[src/rtl/dbuf_shifter_pkg.sv]
package dbuf_shifter_pkg;

   // advance a ring index over n entries
   function automatic int unsigned ring_next(input int unsigned cur, input int unsigned n);
      return (cur + 1 >= n) ? 0 : cur + 1;
   endfunction

endpackage

[src/rtl/ring_ptr.sv]
module ring_ptr #(
   parameter int unsigned N     = 2,
   localparam int unsigned IDX_W = (N < 2) ? 1 : $clog2(N)
) (
   input  logic             clk,
   input  logic             rst_n,
   input  logic             flush,
   input  logic             adv,
   output logic [IDX_W-1:0] idx
);
   import dbuf_shifter_pkg::*;

   if (N < 2) begin : g_bad_n
      $error("ring_ptr: N must be at least 2");
   end

   always_ff @(posedge clk or negedge rst_n) begin
      if (!rst_n)
         idx <= '0;
      else if (flush)
         idx <= '0;
      else if (adv)
         idx <= IDX_W'(ring_next(int'(idx), N));
   end

   a_r2_ptr_in_range: assert property (@(posedge clk) disable iff (!rst_n)
      int'(idx) < N);

endmodule

[src/rtl/slot_bank.sv]
module slot_bank #(
   parameter int unsigned DATA_W  = 8,
   parameter int unsigned NUM_BUF = 2,
   localparam int unsigned IDX_W  = $clog2(NUM_BUF)
) (
   input  logic                            clk,
   input  logic                            rst_n,
   input  logic                            flush,
   input  logic                            wr_fire,
   input  logic [IDX_W-1:0]                wr_idx,
   input  logic [DATA_W-1:0]               wr_data,
   input  logic                            rd_clear,
   input  logic [IDX_W-1:0]                rd_idx,
   output logic [NUM_BUF-1:0]              slot_valid,
   output logic [NUM_BUF-1:0][DATA_W-1:0]  slot_data
);

   for (genvar i = 0; i < NUM_BUF; i++) begin : g_slot
      always_ff @(posedge clk or negedge rst_n) begin
         if (!rst_n)
            slot_valid[i] <= 1'b0;
         else if (flush)
            slot_valid[i] <= 1'b0;
         else if (wr_fire && wr_idx == IDX_W'(i))
            slot_valid[i] <= 1'b1;
         else if (rd_clear && rd_idx == IDX_W'(i))
            slot_valid[i] <= 1'b0;
      end

      always_ff @(posedge clk or negedge rst_n) begin
         if (!rst_n)
            slot_data[i] <= '0;
         else if (!flush && wr_fire && wr_idx == IDX_W'(i))
            slot_data[i] <= wr_data;
      end
   end

   // an accepted write leaves its slot held
   a_r2_write_holds: assert property (@(posedge clk) disable iff (!rst_n)
      (wr_fire && !flush) |=> slot_valid[$past(wr_idx)]);

   // flush empties every slot
   a_r9_flush_empties: assert property (@(posedge clk) disable iff (!rst_n)
      flush |=> (slot_valid == '0));

endmodule

[src/rtl/dbuf_byte_shifter.sv]
module dbuf_byte_shifter #(
   parameter int unsigned DATA_W     = 8,
   parameter int unsigned NUM_BUF    = 2,
   parameter bit          IDLE_LEVEL = 1'b1,
   localparam int unsigned POS_W     = $clog2(DATA_W),
   localparam int unsigned IDX_W     = $clog2(NUM_BUF)
) (
   input  logic              clk,
   input  logic              rst_n,
   input  logic              flush,
   input  logic              wr_en,
   input  logic [DATA_W-1:0] wr_data,
   input  logic              shift_en,
   input  logic [POS_W-1:0]  bit_pos,
   output logic              ser_out,
   output logic              not_full
);

   if (DATA_W < 2 || (DATA_W & (DATA_W - 1)) != 0) begin : g_bad_width
      $error("dbuf_byte_shifter: DATA_W must be a power of two, at least 2");
   end
   if (NUM_BUF < 2 || (NUM_BUF & (NUM_BUF - 1)) != 0) begin : g_bad_depth
      $error("dbuf_byte_shifter: NUM_BUF must be a power of two, at least 2");
   end

   localparam logic [POS_W-1:0] LAST_POS = POS_W'(DATA_W - 1);

   logic [NUM_BUF-1:0]             slot_valid;
   logic [NUM_BUF-1:0][DATA_W-1:0] slot_data;
   logic [IDX_W-1:0]               wr_idx;
   logic [IDX_W-1:0]               rd_idx;
   logic                           head_valid;
   logic [DATA_W-1:0]              head_byte;
   logic                           drain;
   logic                           wr_fire;
   logic                           shift_fire;

   assign head_valid = slot_valid[rd_idx];
   assign head_byte  = slot_data[rd_idx];
   assign shift_fire = !flush && shift_en && head_valid;
   assign drain      = shift_fire && (bit_pos == LAST_POS);
   assign wr_fire    = !flush && wr_en &&
                       (!slot_valid[wr_idx] || (drain && rd_idx == wr_idx));

   slot_bank #(.DATA_W(DATA_W), .NUM_BUF(NUM_BUF)) u_bank (
      .clk        (clk),
      .rst_n      (rst_n),
      .flush      (flush),
      .wr_fire    (wr_fire),
      .wr_idx     (wr_idx),
      .wr_data    (wr_data),
      .rd_clear   (drain),
      .rd_idx     (rd_idx),
      .slot_valid (slot_valid),
      .slot_data  (slot_data)
   );

   ring_ptr #(.N(NUM_BUF)) u_wr_ptr (
      .clk   (clk),
      .rst_n (rst_n),
      .flush (flush),
      .adv   (wr_fire),
      .idx   (wr_idx)
   );

   ring_ptr #(.N(NUM_BUF)) u_rd_ptr (
      .clk   (clk),
      .rst_n (rst_n),
      .flush (flush),
      .adv   (drain),
      .idx   (rd_idx)
   );

   always_ff @(posedge clk or negedge rst_n) begin
      if (!rst_n)
         ser_out <= IDLE_LEVEL;
      else if (flush)
         ser_out <= IDLE_LEVEL;
      else if (shift_fire)
         ser_out <= head_byte[bit_pos];
   end

   assign not_full = ~&slot_valid;

   // no shift, no change on the serial line
   a_r7_hold_idle: assert property (@(posedge clk) disable iff (!rst_n)
      (!flush && !shift_fire) |=> $stable(ser_out));

   // flush drives the idle level and frees space
   a_r9_flush_idle: assert property (@(posedge clk) disable iff (!rst_n)
      flush |=> (ser_out == IDLE_LEVEL && not_full));

   // a release without a refill frees a slot
   a_r5_drain_frees: assert property (@(posedge clk) disable iff (!rst_n)
      (drain && !wr_fire) |=> not_full);

   // a blocked write leaves occupancy unchanged
   a_r8_full_blocks: assert property (@(posedge clk) disable iff (!rst_n)
      (!flush && !not_full && wr_en && !drain) |=> !not_full);

endmodule

[config.mk]
export PLATFORM = sky130hd
export DESIGN_NAME = dbuf_byte_shifter
export DESIGN_NICKNAME = d
export VERILOG_FILES = /design/src/rtl/dbuf_shifter_pkg.sv /design/src/rtl/ring_ptr.sv /design/src/rtl/slot_bank.sv /design/src/rtl/dbuf_byte_shifter.sv
export SDC_FILE = /design/constraint.sdc
export NUM_CORES = 1
export LEC_CHECK = 0
export BUFFER_PORTS_ARGS = -buffer_cell sky130_fd_sc_hd__buf_4
export CAP_MARGIN = 15
export CELL_PAD_IN_SITES_DETAIL_PLACEMENT = 0
export CELL_PAD_IN_SITES_GLOBAL_PLACEMENT = 1
export CORE_MARGIN = 2
export CORE_UTILIZATION = 41
export CTS_CLUSTER_SIZE = 30
export DETAILED_ROUTE_END_ITERATION = 12
export PLACE_DENSITY_LB_ADDON = 0.05
export SYNTH_ARGS = -nofsm -noshare
export SYNTH_HDL_FRONTEND = slang
export SYNTH_SLANG_ARGS = --single-unit
[constraint.sdc]
create_clock -name clk -period 1.54 [get_ports clk]
set_input_delay 0.462 -clock clk [delete_from_list [all_inputs] [get_ports clk]]
set_output_delay 0.462 -clock clk [all_outputs]
set_load 0.05 [all_outputs]
==> results by group, run 1 <==
Drt
  – Initial DRC Count: ~150
  – Met2 WL post-DR: approximately 2.6 mm
  – Vias per cell: 6.008
  – Antenna viol nets, final: 0
  – Via count: between 1500 and 2000
  – Top layer in use: met4
  – DRC Markers: 0
  – Initial DRT Pass Iterations: 4
  – WL/cell: between 20 and 25 um
  – WL final: 5.286 mm
  – Wire length on met3: 196 um
  – Wire length on met1: between 2 and 2.5 mm

Synthesis
  – Ys async rst share: between 90% and 100%
  – Synth cell count leaders: dfrtp_1, nand2_1, o41ai_1
  – Area leader, netlist: dfrtp_1
  – Largest cells by area after synthesis: dfrtp_1, mux2i_1, o41ai_1, o211ai_2, mux4_2
  – Most numerous cell in the Yosys netlist: dfrtp_1
  – Synth Register Bits: 21
  – Sequential-to-total area share from yosys stat: ~31%
  – Syn Area/Cell: 9.787 um2
  – Number of flops mapped to enable cells by yosys: 0
  – Post-synthesis instance total: between 150 and 200
  – Distinct cell type count after synthesis: 33
  – Synthesis warning total: 0
  – Syn_nets: 190
  – Mapped cell area: ~0.0017 mm2
  – Ys flop type: dfrtp_1
  – Top-area cell type share of the netlist area: 29.39%

GRT
  – Pin count of the biggest net entering global routing: 23
  – GR Overflow Total: 0
  – Initial antenna violation count: 0
  – First-pass GRT wire length: between 7 and 8 mm
  – Tot GR Track Use: 22.77%
  – Vias in the first global route: 1500

Power and ir drop
  – Worst ir drop on vdd: 561.3 uV
  – Pwr Density: 1019 mW/mm2
  – Total power: 2.289 mW
  – P_leak: 0.8384 nW

Clock tree
  – TritonCTS sink count: 21
  – CTS Buf Count: 3
  – CTS tree: yes
  – Clk buf depth: 2
  – Clock latency on the worst-skew pair: roughly 260 ps
  – H-tree depth: 1
  – CTS root buf: clkbuf_8
  – CTS clk-pin slew, worst paths: about 80 ps
  – Post-CTS Hold Buffers: 0

Timing
  – Fmax: ~600 MHz
  – Sum Neg Setup Slack: -339.7 ps
  – Max_slew headroom: between 70% and 80%
  – Post-route setup slack: -126.3 ps
  – Hold Vio Cnt, Final: 0
  – Period utilization: 108.2%
  – Max Clock Skew: ~1.5 ps
  – Tightest Pin Transition: 360.0 ps
  – Final Slew Violations: 0
  – Final count of negative-setup-slack endpoints: 12
  – Unrepaired setup endpoints after global routing: yes
  – Minimum clock period: roughly 1700 ps

Finish
  – Design area: around 0.0022 mm2
  – Area Growth Syn to Fin: 31.96%
  – Nets: about 230
  – Layout cells sized above 1: between 40 and 50%
  – Ant. Diodes: 0
  – Final Core Density: a little under three fifths

Floorplanning
  – IO Pins: 18
  – Starting Density: 42.57%
  – Die Area: approximately 0.0047 mm2
  – Row cnt: 23
  – Die width: just under 70 um
  – Die height: slightly below 70 um
  – Core area: between 0.004 and 0.005 mm2

Place
  – PortBufs: 17
  – Placed Instance Area: between 0.0015 and 0.002 mm2
  – Detailed placer's ending HPWL: 3.067 mm
  – GPL Wtd Cong: ~0.80

Flow run
  – Max cap viols: 0

Worst setup path
  – Worst EP arrival: 1860 ps
  – Startpoint types: flip-flop
  – WS Path Type: reg -> reg
  – Worst Path Required: roughly 1700 ps
  – Worst-path maximum fanout: 2
  – Crit end category: flip-flop

Hold path
  – Hold WC Path Type: in -> async

Status
  – Violated checks: setup timing
  – Outcome: finished with violations
-- state kept, by name (all words and copies together) (netlist names) --
register / flops
ser_out: 1
u_bank.slot_valid: 2
u_rd_ptr.idx: 1
u_bank.slot_data: 16
u_wr_ptr.idx: 1
-- layout by cell type (no fill, tap or decap), drive strengths merged, types with 2 or more instances in the layout --
master,n
a21oi,3
and2,16
buf,51
clkbuf,5
dfrtp,20
inv,3
mux2i,17
mux4,5
nand2,18
nand2b,2
nor2b,16
o211ai,16
o31ai,3
o41ai,18
or4,3
-- layer usage --
layer / global-route usage [%] / vias to the layer above
met2: 37.98 / 41
li1: - / 723
met4: 5.250 / 0
met3: 3.454 / 6
met5: 0 / -
met1: 30.93 / 786
-- kinds of logic after synthesis --
logic type / after synthesis / synth area share (%)
XOR/XNOR: 1 / 0.5144
AND/OR/NAND/NOR: 60 / 20.13
AO/OA/AOI/OAI: 45 / 23.81
flip-flops: 21 / 30.93
multiplexers: 22 / 16.61
buffers and inverters: 25 / 8.008
-- path summary, 6_finish.rpt --
path,startpoint,to,slack [ps],cells after the start
setup / recovery,u_bank.slot_data[7]$_DFFE_PN0P_,ser_out$_DFFE_PN1P_,-130,3
hold / removal,rst_n,u_bank.slot_data[0]$_DFFE_PN0P_,80,1
setup reg to reg,u_bank.slot_data[7]$_DFFE_PN0P_,ser_out$_DFFE_PN1P_,-130,3
hold reg to reg,u_bank.slot_data[0]$_DFFE_PN0P_,u_bank.slot_data[0]$_DFFE_PN0P_,570,2
max in group asynchronous,rst_n,ser_out$_DFFE_PN1P_,1170,1
min in group clk,wr_en,u_bank.slot_valid[1]$_DFFE_PN0P_,470,3
-- area by class of cell --
cell class,count,area (um2)
timing repair buffer,52,454.2
inverter,3,11.26
tap,50,62.56
sequential,21,530.5
fill,360,1753
clock buffer,4,45.04
multi-input combinational,129,1144
-- critical path, cell delays in order (launching register included) --
cell and delay [ps]:
dfrtp_1 410, mux4_2 480, mux4_2 460, o31a_1 250
-- stage by stage --
stage,hold slack (ps),std cells,worst slack [ps]
floorplan,166.4,174,-264.1
global placement,373.9,245,-327.6
detailed placement,376.6,245,-352.6
CTS,92.02,249,-130.7
global route,88.93,259,-169.4
finish,83.54,259,-126.3
-- power breakdown --
group	switching, mW	leakage [nW]	internal [mW]	total [mW]
sequential	0.143	0.229	0.734	0.878
clock	0.193	0.0228	0.184	0.377
combinational	0.451	0.586	0.583	1.03
total	0.787	0.838	1.50	2.29
-- timing repair --
item / 4_1_cts / 5_1_grt
pin swaps: 1 / 2
buffers inserted: 0 / 6
gates cloned: 0 / 4
setup endpoints to repair: 8 / 17
resized for setup: 3 / 25
Note: power is estimated with default switching activity, not from simulation.
==> run 2, diff against run 1 <==
--- a/config.mk
+++ b/config.mk
@@ -15,2 +15,3 @@
 export DETAILED_ROUTE_END_ITERATION = 12
+export MAX_ROUTING_LAYER = met4
 export PLACE_DENSITY_LB_ADDON = 0.05
==> constraint.sdc (replaced) <==
create_clock -name clk -period 1.54 [get_ports clk]
set_input_delay 0.308 -clock clk [delete_from_list [all_inputs] [get_ports clk]]
set_output_delay 0.308 -clock clk [all_outputs]
set_load 0.05 [all_outputs]
==> run 2 against run 1 <==
The run still ends with setup timing left. Clock skew increased by 2.0 ps. Cell area is 2.8% lower. Final cell count decreased by 2.7%. First-iteration DRC count down 39%. Flip-flop and latch count is the same. Via count shrank 4.0%. Maximum frequency decreased by 1.0%. Count of clock-buffer cells in the layout is the same.
==> results by group, run 2 (synthesis gave the netlist of run 1 again) <==
Status
  – Outcome: finished with violations
  – Violated checks: setup timing

Worst setup path
  – Reg-to-Reg Start: u_bank.slot_data[13]$_DFFE_PN0P_
  – Worst EP arrival: 1880 ps (+20 ps)
  – WP buf/inv: 0 (unchanged)
  – WS Path Type: reg -> reg
  – Crit end category: flip-flop
  – CP delay by family, top: multiplexers
  – Worst Path Required: 1740 ps (about the same)
  – Max incr delay on CP: 480 ps (about the same)
  – Most repeated library cell on the critical path: mux4_2
  – Reg2reg path depth: 3 (unchanged)
  – Flop-to-flop setup slack: -140 ps (-20 ps)
  – Crit-path cells: mux4_2, mux4_2, o31a_1
  – Worst-path maximum fanout: 2 (unchanged)
  – Startpoint types: flip-flop
  – Reg2reg end: ser_out$_DFFE_PN1P_
  – CP max stage cell: mux4_2

Timing
  – Max_slew headroom: 76.28% (+0.59 points)
  – Fmax: 594.1 MHz (-1.0%)
  – Hold Vio Cnt, Final: 0 (unchanged)
  – Unrepaired setup endpoints after global routing: yes
  – Period utilization: 109.3% (+1.1 points)
  – Max Clock Skew: 3.503 ps (+2.038 ps)
  – Final count of negative-setup-slack endpoints: 16 (+4)
  – Final Slew Violations: 0 (unchanged)
  – Post-route setup slack: -143.1 ps (-16.81 ps)
  – Tightest Pin Transition: 351.2 ps (-8.803 ps)
  – Minimum clock period: 1683 ps (+16.81 ps)

GRT
  – Vias in the first global route: 1427 (-4.9%)
  – First-pass GRT wire length: 7.307 mm (-5.9%)
  – Pin count of the biggest net entering global routing: 24 (+4.3%)
  – Met3 usage: 1.480% (-2.0 points)
  – GR Overflow Total: 0 (unchanged)
  – Busiest layer in global routing: met2
  – Met1 Usage GRT: 29.01% (-1.9 points)
  – M2 GR Usage: 36.90% (-1.1 points)
  – Initial antenna violation count: 0 (unchanged)
  – Tot GR Track Use: 22.14% (-0.63 points)

Power and ir drop
  – Reg power frac: 38.3% (about the same)
  – Worst ir drop on vdd: 478.0 uV (-15%)
  – Sw frac: 34.29% (-0.11 points)
  – Clock power frac: 16.7% (+0.2 points)
  – Comb pwr share: 44.9% (-0.3 points)
  – Internal power: 1.505 mW (+0.22%)
  – Pwr Density: 1048 mW/mm2 (+2.9%)
  – Sw power: 785.2 uW (-0.28%)
  – P_leak: 0.7936 nW (-5.3%)

Floorplanning
  – Core area: 0.004000 mm2 (unchanged)
  – Die Area: 0.004685 mm2 (unchanged)
  – Die height: 68.45 um (unchanged)
  – Starting Density: 42.57% (unchanged)
  – IO Pins: 18 (unchanged)
  – Row cnt: 23 (unchanged)
  – Die width: 68.45 um (unchanged)

Drt
  – Via count: 1493 (-4.0%)
  – Initial DRC Count: 92 (-39%)
  – Initial DRT Pass Iterations: 4 (unchanged)
  – WL final: 4.979 mm (-5.8%)
  – WL/cell: 19.76 um (-3.2%)
  – DRC Markers: 0 (unchanged)
  – Antenna viol nets, final: 0 (unchanged)
  – Vias per cell: 5.925 (-1.4%)

Finish
  – # fillers: 365 (+1.4%)
  – Biggest register: u_bank.slot_data
  – Area Growth Syn to Fin: 28.29%
  – Most common cell after layout, fill and taps aside: buf_4
  – Ant. Diodes: 0 (unchanged)
  – Layout cells sized above 1: 39.11% (-4.4 points)
  – Nets: 219 (-3.1%)
  – Max FFs per register: 16 (unchanged)
  – Design area: 0.002185 mm2 (-2.8%)
  – Regs by FF count: u_bank.slot_data (16), u_bank.slot_valid (2)
  – Commonest non-fill, non-tap cells in the layout: buf_4, dfrtp_1, nand2_1

Hold path
  – Hold EP: u_bank.slot_valid[1]$_DFFE_PN0P_
  – Hold_sp: wr_en
  – Hold WC Path Type: in -> reg
  – Hold Path Stages: 3

Place
  – Placed Instance Area: 0.001962 mm2 (-1.1%)
  – PortBufs: 17 (unchanged)
  – GPL Wtd Cong: 0.8148 (+2.0%)
  – Setup WS pre-CTS: -224.1 ps (+128.4 ps)
  – Detailed placer's ending HPWL: 2.991 mm (-2.5%)

Clock tree
  – CTS clk-pin slew, worst paths: 80 ps (about the same)
  – TritonCTS sink count: 21 (unchanged)
  – Clock latency on the worst-skew pair: 260 ps (about the same)
  – H-tree depth: 1 (unchanged)
  – CTS root buf: clkbuf_8
  – CTS Buf Count: 3 (unchanged)
  – Clk buf depth: 2 (unchanged)
  – CTS tree: yes

Flow run
  – Max cap viols: 0 (unchanged)
## run 2: cell count changes in the layout (fill, tap and decap cells not counted), moves of 2 or more
| cell | change |
|---|---|
| buf_4 | -10 |
| buf_6 | +4 |
| dfrtp_1 | +2 |
| dfrtp_2 | -2 |
## run 2: final cells by class
class	count	area (um2)	area share, %
clock buffers	4	45.04	2.062
inverters	3	11.26	0.5155
multi-input cells	129	1139	52.12
flip-flops and latches	21	528.0	24.17
well taps	50	62.56	2.864
repair buffers	45	399.1	18.27
## run 2: per-layer routing
layer | wire (um) | vias to the layer above
met4 | 17 | 0
met2 | 2585 | 20
li1 | - | 708
met1 | 2271 | 763
met5 | 0 | -
met3 | 104 | 2
## run 2: worst max path at each step
stage	startpoint	to	slack, ps	cells past startpoint
after floorplan	bit_pos[1]	ser_out$_DFFE_PN1P_	-110	4
after global placement	bit_pos[1]	ser_out$_DFFE_PN1P_	-180	4
after detailed placement	bit_pos[1]	ser_out$_DFFE_PN1P_	-220	4
after CTS	u_bank.slot_data[13]$_DFFE_PN0P_	ser_out$_DFFE_PN1P_	-130	3
after global routing	u_bank.slot_data[13]$_DFFE_PN0P_	ser_out$_DFFE_PN1P_	-160	3
final	u_bank.slot_data[13]$_DFFE_PN0P_	ser_out$_DFFE_PN1P_	-140	3
## run 2: stage by stage
step / total power, mW / instances / setup TNS (ps) / util, % / hold WS, ps
final: 2.290 / 252 / -404.8 / 54.61 / 321.0
after global placement: 1.741 / 242 / -728.4 / 49.05 / 221.9
after CTS: 2.186 / 247 / -382.0 / 50.42 / 308.5
after floorplan: 1.393 / 174 / -872.1 / - / 12.41
after detailed placement: 1.788 / 242 / -972.8 / 49.05 / 222.0
after global routing: 2.419 / 252 / -910.8 / 54.61 / 321.5
## run 2: what timing repair did
item | in CTS | in global routing
resized for setup | 0 | 21
hold buffers | 1 | 0
pin swaps | 6 | 2
setup buffers | 0 | 2
hold endpoints to repair | 20 | 0
cloned | 0 | 3
endpoints found under the setup margin | 17 | 19
## run 2: power by group through the flow
stage / clock network (mW) / registers [mW] / logic, mW
after floorplan: 0 / 0.833 / 0.560
after global placement: 0 / 0.882 / 0.859
after detailed placement: 0 / 0.884 / 0.904
after CTS: 0.401 / 0.874 / 0.910
after global routing: 0.414 / 0.892 / 1.11
final: 0.384 / 0.878 / 1.03
## run 2: worst min-delay path: stages
cell,delay (ps)
buf_4,130
nand2_1,50
a21oi_1,50
